`src/rtl/cbdma_pkg.sv`:
```
package cbdma_pkg;

    localparam int DW        = 32;
    localparam int OFS_CS    = 0;
    localparam int OFS_CBPTR = 4;

    localparam int CS_RUN_BIT  = 0;
    localparam int CS_FLAG_BIT = 2;

    localparam int SET_IEN_BIT  = 0;
    localparam int SET_DINC_BIT = 4;
    localparam int SET_SINC_BIT = 8;

    localparam int DESC_WORDS = 4;
    localparam int WORD_BYTES = 4;

    typedef enum logic [2:0] {
        ST_IDLE,
        ST_DESC_REQ,
        ST_DESC_WAIT,
        ST_RD_REQ,
        ST_RD_WAIT,
        ST_WR_REQ
    } eng_state_e;

endpackage

```
`src/rtl/cbdma_addr_step.sv`:
```
module cbdma_addr_step #(
    parameter int AW   = 32,
    parameter int STEP = 4
) (
    input  logic [AW-1:0] cur,
    input  logic          en,
    output logic [AW-1:0] nxt
);
    // Advance by one word when enabled, otherwise hold the address.
    always_comb begin
        nxt = cur;
        if (en) begin
            nxt = cur + AW'(STEP);
        end
    end
endmodule

```
`src/rtl/cbdma_regs.sv`:
```
module cbdma_regs
    import cbdma_pkg::*;
#(
    parameter int AW     = 32,
    parameter int REG_AW = 4
) (
    input  logic              clk,
    input  logic              rst_n,
    input  logic              reg_wen,
    input  logic [REG_AW-1:0] reg_addr,
    input  logic [DW-1:0]     reg_wdata,
    output logic [DW-1:0]     reg_rdata,
    input  logic              busy,
    input  logic              done_irq,
    output logic              start,
    output logic [AW-1:0]     cb_ptr,
    output logic              flag
);
    typedef struct packed {
        logic [AW-1:0] ptr;
        logic          flag;
    } regs_t;

    regs_t q, d;
    logic  cs_hit;
    logic  ptr_hit;

    always_comb begin
        d       = q;
        cs_hit  = reg_wen && (reg_addr == REG_AW'(OFS_CS));
        ptr_hit = reg_wen && (reg_addr == REG_AW'(OFS_CBPTR));
        start   = cs_hit && reg_wdata[CS_RUN_BIT] && !busy;

        // Pointer only changes while idle so a running fetch is unaffected.
        if (ptr_hit && !busy) begin
            d.ptr = reg_wdata[AW-1:0];
        end

        // Completion outranks a clearing write on the same edge.
        if (done_irq) begin
            d.flag = 1'b1;
        end else if (cs_hit && reg_wdata[CS_FLAG_BIT]) begin
            d.flag = 1'b0;
        end

        reg_rdata = '0;
        if (reg_addr == REG_AW'(OFS_CS)) begin
            reg_rdata[CS_RUN_BIT]  = busy;
            reg_rdata[CS_FLAG_BIT] = q.flag;
        end else if (reg_addr == REG_AW'(OFS_CBPTR)) begin
            reg_rdata[AW-1:0] = q.ptr;
        end
    end

    always_ff @(posedge clk or negedge rst_n) begin
        if (!rst_n) begin
            q <= '0;
        end else begin
            q <= d;
        end
    end

    assign cb_ptr = q.ptr;
    assign flag   = q.flag;

    // an accepted start makes the engine busy on the next cycle.
    p_start_busy_r2: assert property (@(posedge clk) disable iff (!rst_n)
        start |=> busy);

    // the flag survives any cycle without a clearing write.
    p_flag_sticky_r8: assert property (@(posedge clk) disable iff (!rst_n)
        (q.flag && !(cs_hit && reg_wdata[CS_FLAG_BIT])) |=> q.flag);

    // the flag only rises on the edge the engine goes idle.
    p_flag_rise_r7: assert property (@(posedge clk) disable iff (!rst_n)
        $rose(q.flag) |-> $fell(busy));
endmodule

```
`src/rtl/cbdma_engine.sv`:
```
module cbdma_engine
    import cbdma_pkg::*;
#(
    parameter int AW = 32
) (
    input  logic          clk,
    input  logic          rst_n,
    input  logic          start,
    input  logic [AW-1:0] cb_ptr,
    output logic          busy,
    output logic          done_irq,
    output logic          mem_req_valid,
    input  logic          mem_req_ready,
    output logic          mem_req_write,
    output logic [AW-1:0] mem_req_addr,
    output logic [DW-1:0] mem_req_wdata,
    input  logic          mem_rsp_valid,
    input  logic [DW-1:0] mem_rsp_rdata
);
    localparam int WCNT_W = DW - 2;
    localparam int IDX_W  = $clog2(DESC_WORDS);

    typedef struct packed {
        eng_state_e        state;
        logic [IDX_W-1:0]  idx;
        logic [AW-1:0]     base;
        logic [AW-1:0]     src;
        logic [AW-1:0]     dst;
        logic              ien;
        logic              sinc;
        logic              dinc;
        logic [WCNT_W-1:0] words;
        logic [DW-1:0]     data;
    } eng_t;

    eng_t          q, d;
    logic [AW-1:0] src_nxt;
    logic [AW-1:0] dst_nxt;
    logic          finish;

    cbdma_addr_step #(.AW(AW), .STEP(WORD_BYTES)) u_src_step (
        .cur (q.src),
        .en  (q.sinc),
        .nxt (src_nxt)
    );

    cbdma_addr_step #(.AW(AW), .STEP(WORD_BYTES)) u_dst_step (
        .cur (q.dst),
        .en  (q.dinc),
        .nxt (dst_nxt)
    );

    always_comb begin
        d             = q;
        finish        = 1'b0;
        mem_req_valid = 1'b0;
        mem_req_write = 1'b0;
        mem_req_addr  = '0;
        mem_req_wdata = q.data;

        unique case (q.state)
            ST_IDLE: begin
                if (start) begin
                    d.state = ST_DESC_REQ;
                    d.base  = cb_ptr;
                    d.idx   = '0;
                end
            end
            ST_DESC_REQ: begin
                mem_req_valid = 1'b1;
                mem_req_addr  = q.base + AW'({q.idx, 2'b00});
                if (mem_req_ready) begin
                    d.state = ST_DESC_WAIT;
                end
            end
            ST_DESC_WAIT: begin
                if (mem_rsp_valid) begin
                    unique case (q.idx)
                        2'd0: begin
                            d.ien  = mem_rsp_rdata[SET_IEN_BIT];
                            d.dinc = mem_rsp_rdata[SET_DINC_BIT];
                            d.sinc = mem_rsp_rdata[SET_SINC_BIT];
                        end
                        2'd1: d.src = mem_rsp_rdata[AW-1:0];
                        2'd2: d.dst = mem_rsp_rdata[AW-1:0];
                        default: d.words = mem_rsp_rdata[DW-1:2];
                    endcase
                    if (q.idx == IDX_W'(DESC_WORDS - 1)) begin
                        if (mem_rsp_rdata[DW-1:2] == '0) begin
                            d.state = ST_IDLE;
                            finish  = 1'b1;
                        end else begin
                            d.state = ST_RD_REQ;
                        end
                    end else begin
                        d.idx   = q.idx + IDX_W'(1);
                        d.state = ST_DESC_REQ;
                    end
                end
            end
            ST_RD_REQ: begin
                mem_req_valid = 1'b1;
                mem_req_addr  = q.src;
                if (mem_req_ready) begin
                    d.state = ST_RD_WAIT;
                end
            end
            ST_RD_WAIT: begin
                if (mem_rsp_valid) begin
                    d.data  = mem_rsp_rdata;
                    d.state = ST_WR_REQ;
                end
            end
            ST_WR_REQ: begin
                mem_req_valid = 1'b1;
                mem_req_write = 1'b1;
                mem_req_addr  = q.dst;
                if (mem_req_ready) begin
                    d.src   = src_nxt;
                    d.dst   = dst_nxt;
                    d.words = q.words - WCNT_W'(1);
                    if (q.words == WCNT_W'(1)) begin
                        d.state = ST_IDLE;
                        finish  = 1'b1;
                    end else begin
                        d.state = ST_RD_REQ;
                    end
                end
            end
            default: d.state = ST_IDLE;
        endcase
    end

    always_ff @(posedge clk or negedge rst_n) begin
        if (!rst_n) begin
            q <= '0;
        end else begin
            q <= d;
        end
    end

    assign busy     = (q.state != ST_IDLE);
    assign done_irq = finish && q.ien;

    // a request is held unchanged until it is accepted.
    p_req_hold_r6: assert property (@(posedge clk) disable iff (!rst_n)
        (mem_req_valid && !mem_req_ready) |=>
            (mem_req_valid && $stable(mem_req_addr) && $stable(mem_req_write)
             && $stable(mem_req_wdata)));

    // once a read is accepted nothing else is issued in the next cycle.
    p_one_outstanding_r6: assert property (@(posedge clk) disable iff (!rst_n)
        (mem_req_valid && mem_req_ready && !mem_req_write) |=> !mem_req_valid);

    // the register block never starts the engine while it is busy.
    p_no_restart_r9: assert property (@(posedge clk) disable iff (!rst_n)
        start |-> (q.state == ST_IDLE));

    // idle engine issues no memory traffic.
    p_idle_quiet_r1: assert property (@(posedge clk) disable iff (!rst_n)
        !busy |-> !mem_req_valid);
endmodule

```
`src/rtl/cbdma_channel.sv`:
```
module cbdma_channel
    import cbdma_pkg::*;
#(
    parameter int AW     = 32,
    parameter int REG_AW = 4
) (
    input  logic              clk,
    input  logic              rst_n,
    input  logic              reg_wen,
    input  logic [REG_AW-1:0] reg_addr,
    input  logic [DW-1:0]     reg_wdata,
    output logic [DW-1:0]     reg_rdata,
    output logic              mem_req_valid,
    input  logic              mem_req_ready,
    output logic              mem_req_write,
    output logic [AW-1:0]     mem_req_addr,
    output logic [DW-1:0]     mem_req_wdata,
    input  logic              mem_rsp_valid,
    input  logic [DW-1:0]     mem_rsp_rdata,
    output logic              irq
);
    logic          busy;
    logic          done_irq;
    logic          start;
    logic [AW-1:0] cb_ptr;
    logic          flag;

    cbdma_regs #(.AW(AW), .REG_AW(REG_AW)) u_regs (
        .clk       (clk),
        .rst_n     (rst_n),
        .reg_wen   (reg_wen),
        .reg_addr  (reg_addr),
        .reg_wdata (reg_wdata),
        .reg_rdata (reg_rdata),
        .busy      (busy),
        .done_irq  (done_irq),
        .start     (start),
        .cb_ptr    (cb_ptr),
        .flag      (flag)
    );

    cbdma_engine #(.AW(AW)) u_engine (
        .clk           (clk),
        .rst_n         (rst_n),
        .start         (start),
        .cb_ptr        (cb_ptr),
        .busy          (busy),
        .done_irq      (done_irq),
        .mem_req_valid (mem_req_valid),
        .mem_req_ready (mem_req_ready),
        .mem_req_write (mem_req_write),
        .mem_req_addr  (mem_req_addr),
        .mem_req_wdata (mem_req_wdata),
        .mem_rsp_valid (mem_rsp_valid),
        .mem_rsp_rdata (mem_rsp_rdata)
    );

    assign irq = flag;
endmodule

```
`config.mk`:
```
export PLATFORM = sky130hd
export DESIGN_NAME = cbdma_channel
export DESIGN_NICKNAME = d
export VERILOG_FILES = /design/src/rtl/cbdma_pkg.sv /design/src/rtl/cbdma_addr_step.sv /design/src/rtl/cbdma_regs.sv /design/src/rtl/cbdma_engine.sv /design/src/rtl/cbdma_channel.sv
export SDC_FILE = /design/constraint.sdc
export NUM_CORES = 1
export LEC_CHECK = 0
export ABC_CLOCK_PERIOD_IN_PS = 3700
export BUFFER_PORTS_ARGS = -buffer_cell sky130_fd_sc_hd__buf_2
export CAP_MARGIN = 20
export CORE_MARGIN = 2
export CORE_UTILIZATION = 58
export DETAILED_ROUTE_END_ITERATION = 10
export PLACE_DENSITY = 0.81
export SLEW_MARGIN = 40
export SYNTH_ARGS = -nofsm -noshare
export SYNTH_HDL_FRONTEND = slang
export SYNTH_HIERARCHICAL = 1
export SYNTH_SLANG_ARGS = --single-unit
```
`constraint.sdc`:
```
create_clock -name clk -period 3.7 [get_ports clk]
set_clock_uncertainty 0.2 [all_clocks]
set_input_delay 0.37 -clock clk [delete_from_list [all_inputs] [get_ports clk]]
set_output_delay 0.37 -clock clk [all_outputs]
set_load 0.1 [all_outputs]
```
==> metrics.cfg <==
[outcome]
status = finished, final reports clean

[logic_synthesis]
avgSynthCellArea_um2 = 9.704
synth.top_cell.area_share_pct = 41.52
synth_edf_count = 0
yosysTopAreaCell = dfrtp_1
async_reset_ff_share_pct = 100.0
yosysWarnings = 6
ys_ff_latch = 199
syn_inst = 1236
synth_most_common_cell = dfrtp_1
seq_area_frac_synth_pct = 41.52
synth_nets = 1320
synth_ff_type = dfrtp_1
synth_area_leaders = dfrtp_1, mux2_2, o21ai_0
synthesis.area_um2 = 11990
synth_top_cells_by_count = dfrtp_1, nand2_1, o21ai_0, a22oi_1, mux2_2
netlist-cell-type-count = 71

[worst_setup_path]
worst_setup_path_end_kind = primary output
critPathRequiredTime_ps = 3130
critPathLaunch = u_engine/q[161]
crit_slowest_cell = fa_1
reg2reg_from = u_engine/q[163]
cp.depth = 9
reg2reg_depth = 9
crit_arrival_ps = 2960
r2r_setup_slack_ps = 490
crit_chain = ha_1, inv_1, fa_1, nand3b_1, xnor2_1, mux2i_1, o21ai_0, and2_1, buf_2
critical_path_class = register to primary output
r2r-end = u_engine/q[161]
cp_top_family = adder cells
cp_max_fo = 5
crit_end = mem_req_addr[6]
cp-start-kind = register
crit_buf_inv = 2
slowest_delay_ps = 480

[timing]
rsz0062_at_grt = no
fin_crit_sh_pct = 95.53
finalSetupViolCount = 0
fmaxAchievable_ghz = 0.2829
maxSlewHeadroom_pct = 52.72
timing.final.ws_setup_ps = 165.4
finalMaxSlewViolations = 0
fin_crit_ps = 3535
final-hold-violation-count = 0
worstMarginPinSlew_ps = 706.2

[route]
dr.first_iter.drc_count = 992
first_pass_iters = 8
routed-via-count = 10440
routedWlPerCell_um = 20.10
ant_nets = 0
viasPerCell = 6.261
drc_errors = 0
routed_wl_um = 33510

[clock_network]
root_buffer = clkbuf_16
cts_tree = yes
cts_buffer_depth = 2
clk_latency_ps = 440
htreeDepth = 4
cts_sinks = 199
post_cts_buffers = 0
cts.reportedPaths.clkPinSlew_ps = 80
cts-buffers-inserted = 17

[die]
die_w_um = 147.8
rows = 52
core-area_um2 = 20230
pin_count = 172
chipHeight_um = 147.8
dieArea_um2 = 21850
initial_core_util_pct = 59.28

[pwr]
p_per_area_nw_per_um2 = 752.6
power.leakage_nw = 6.376
peakVddDrop_v = 0.0007573

[global_routing]
antenna_found_initial = 2
grt_pass1_vias = 10040
gr-total-overflow = 0
grt.total_usage_pct = 30.48
grt_pass1_wl_um = 53100
grt_max_degree = 87

[cells_and_area]
area_delta_synth_final_pct = 18.16
drive_gt1_share_pct = 26.81
fin_area_um2 = 14170
layout.nets = 1466

[placed_design]
dp_hpwl_um = 22350
place_ws_ps = 586.9
portBuffers = 171
placed_cell_area_um2 = 13240
place.gp.congestion = 0.9025

[worst_hold_path]
worstHoldStart = mem_rsp_rdata[14]
hold_path_class = primary input to register

[job]
drv_cap = 0

cell families after synthesis:
kind of cell    synth area share, %
xor+xnor                      6.280
compound gates                15.55
mux                           10.82
flops                         41.52
buf+inv                       5.237
simple gates                  19.38
fa+ha+maj                     1.210
report_power, final:
part | internal, W | total [W] | switching [W]
combinational | 0.00152 | 0.00484 | 0.00332
clock | 0.000902 | 0.00179 | 0.000893
sequential | 0.00298 | 0.00403 | 0.00106
repair_timing:
item                                    in CTS  in global routing
hold buffers                                35                  0
endpoints found under the hold margin      107                  0
endpoints found under the setup margin       0                  1
gates resized for setup                      0                  1
stage by stage:
stage                     instances  setup TNS [ps]  total power (W)  util (%)  hold WS, ps
after floorplan                1236          -209.5         0.007764         -       -125.6
after global placement         1597               0         0.008606     65.45        229.8
after detailed placement       1597               0         0.008762     65.45        236.2
after CTS                      1664               0          0.01061     69.92        9.011
after global routing           1666               0          0.01116     70.03        9.311
final                          1667               0          0.01067     70.04        14.53
metal layers:
metal	track usage, %	routed length, um
met1	40.96	13670
met5	0	0
met4	12.31	1020
met2	50.26	16490
met3	4.074	2328
registers in the layout, indices dropped and copies added, names as in the netlist:
name / flops
u_engine/q: 134
u_regs/cb_ptr: 32
u_regs/flag: 1
u_engine/mem_req_wdata: 32
cell usage in the layout, fill, tap and decap left out, drive strengths merged, types with 6 or more instances in the layout:
cell and instances:
a21oi 44, a22o 11, a22oi 73, a31oi 7
and2 46, and3 12, and4 10, buf 199
clkbuf 21, dfrtp 199, dlygate4sd3 35, ha 10
inv 23, mux2 99, mux2i 7, nand2 139
nand3 53, nand4 38, nor2 36, nor2b 8
nor3 19, nor4 25, o21ai 129, or3 6
xnor2 51, xor2 35
how the worst min path moves through the flow:
stage | endpoint | slack, ps | cells after the start
2_1_floorplan | u_engine/mem_req_wdata[0] | -130 | 0
3_3_place_gp | u_regs/cb_ptr[7] | 230 | 1
3_5_place_dp | u_regs/cb_ptr[7] | 240 | 1
4_1_cts | u_engine/mem_req_wdata[14] | 9 | 2
5_1_grt | u_engine/mem_req_wdata[14] | 9 | 2
6_report | u_engine/mem_req_wdata[14] | 10 | 2
layout make-up:
type                       count  area [um2]
multi-input combinational    913        6470
fill                        1445        6062
sequential                   199        4980
timing repair buffer         236        1770
clock buffer                  19       442.9
tap                          270       337.8
clock inverter                13       110.1
inverter                      15       56.30
antenna                        2       5.005
No activity file was read; power rests on OpenSTA's default activity.
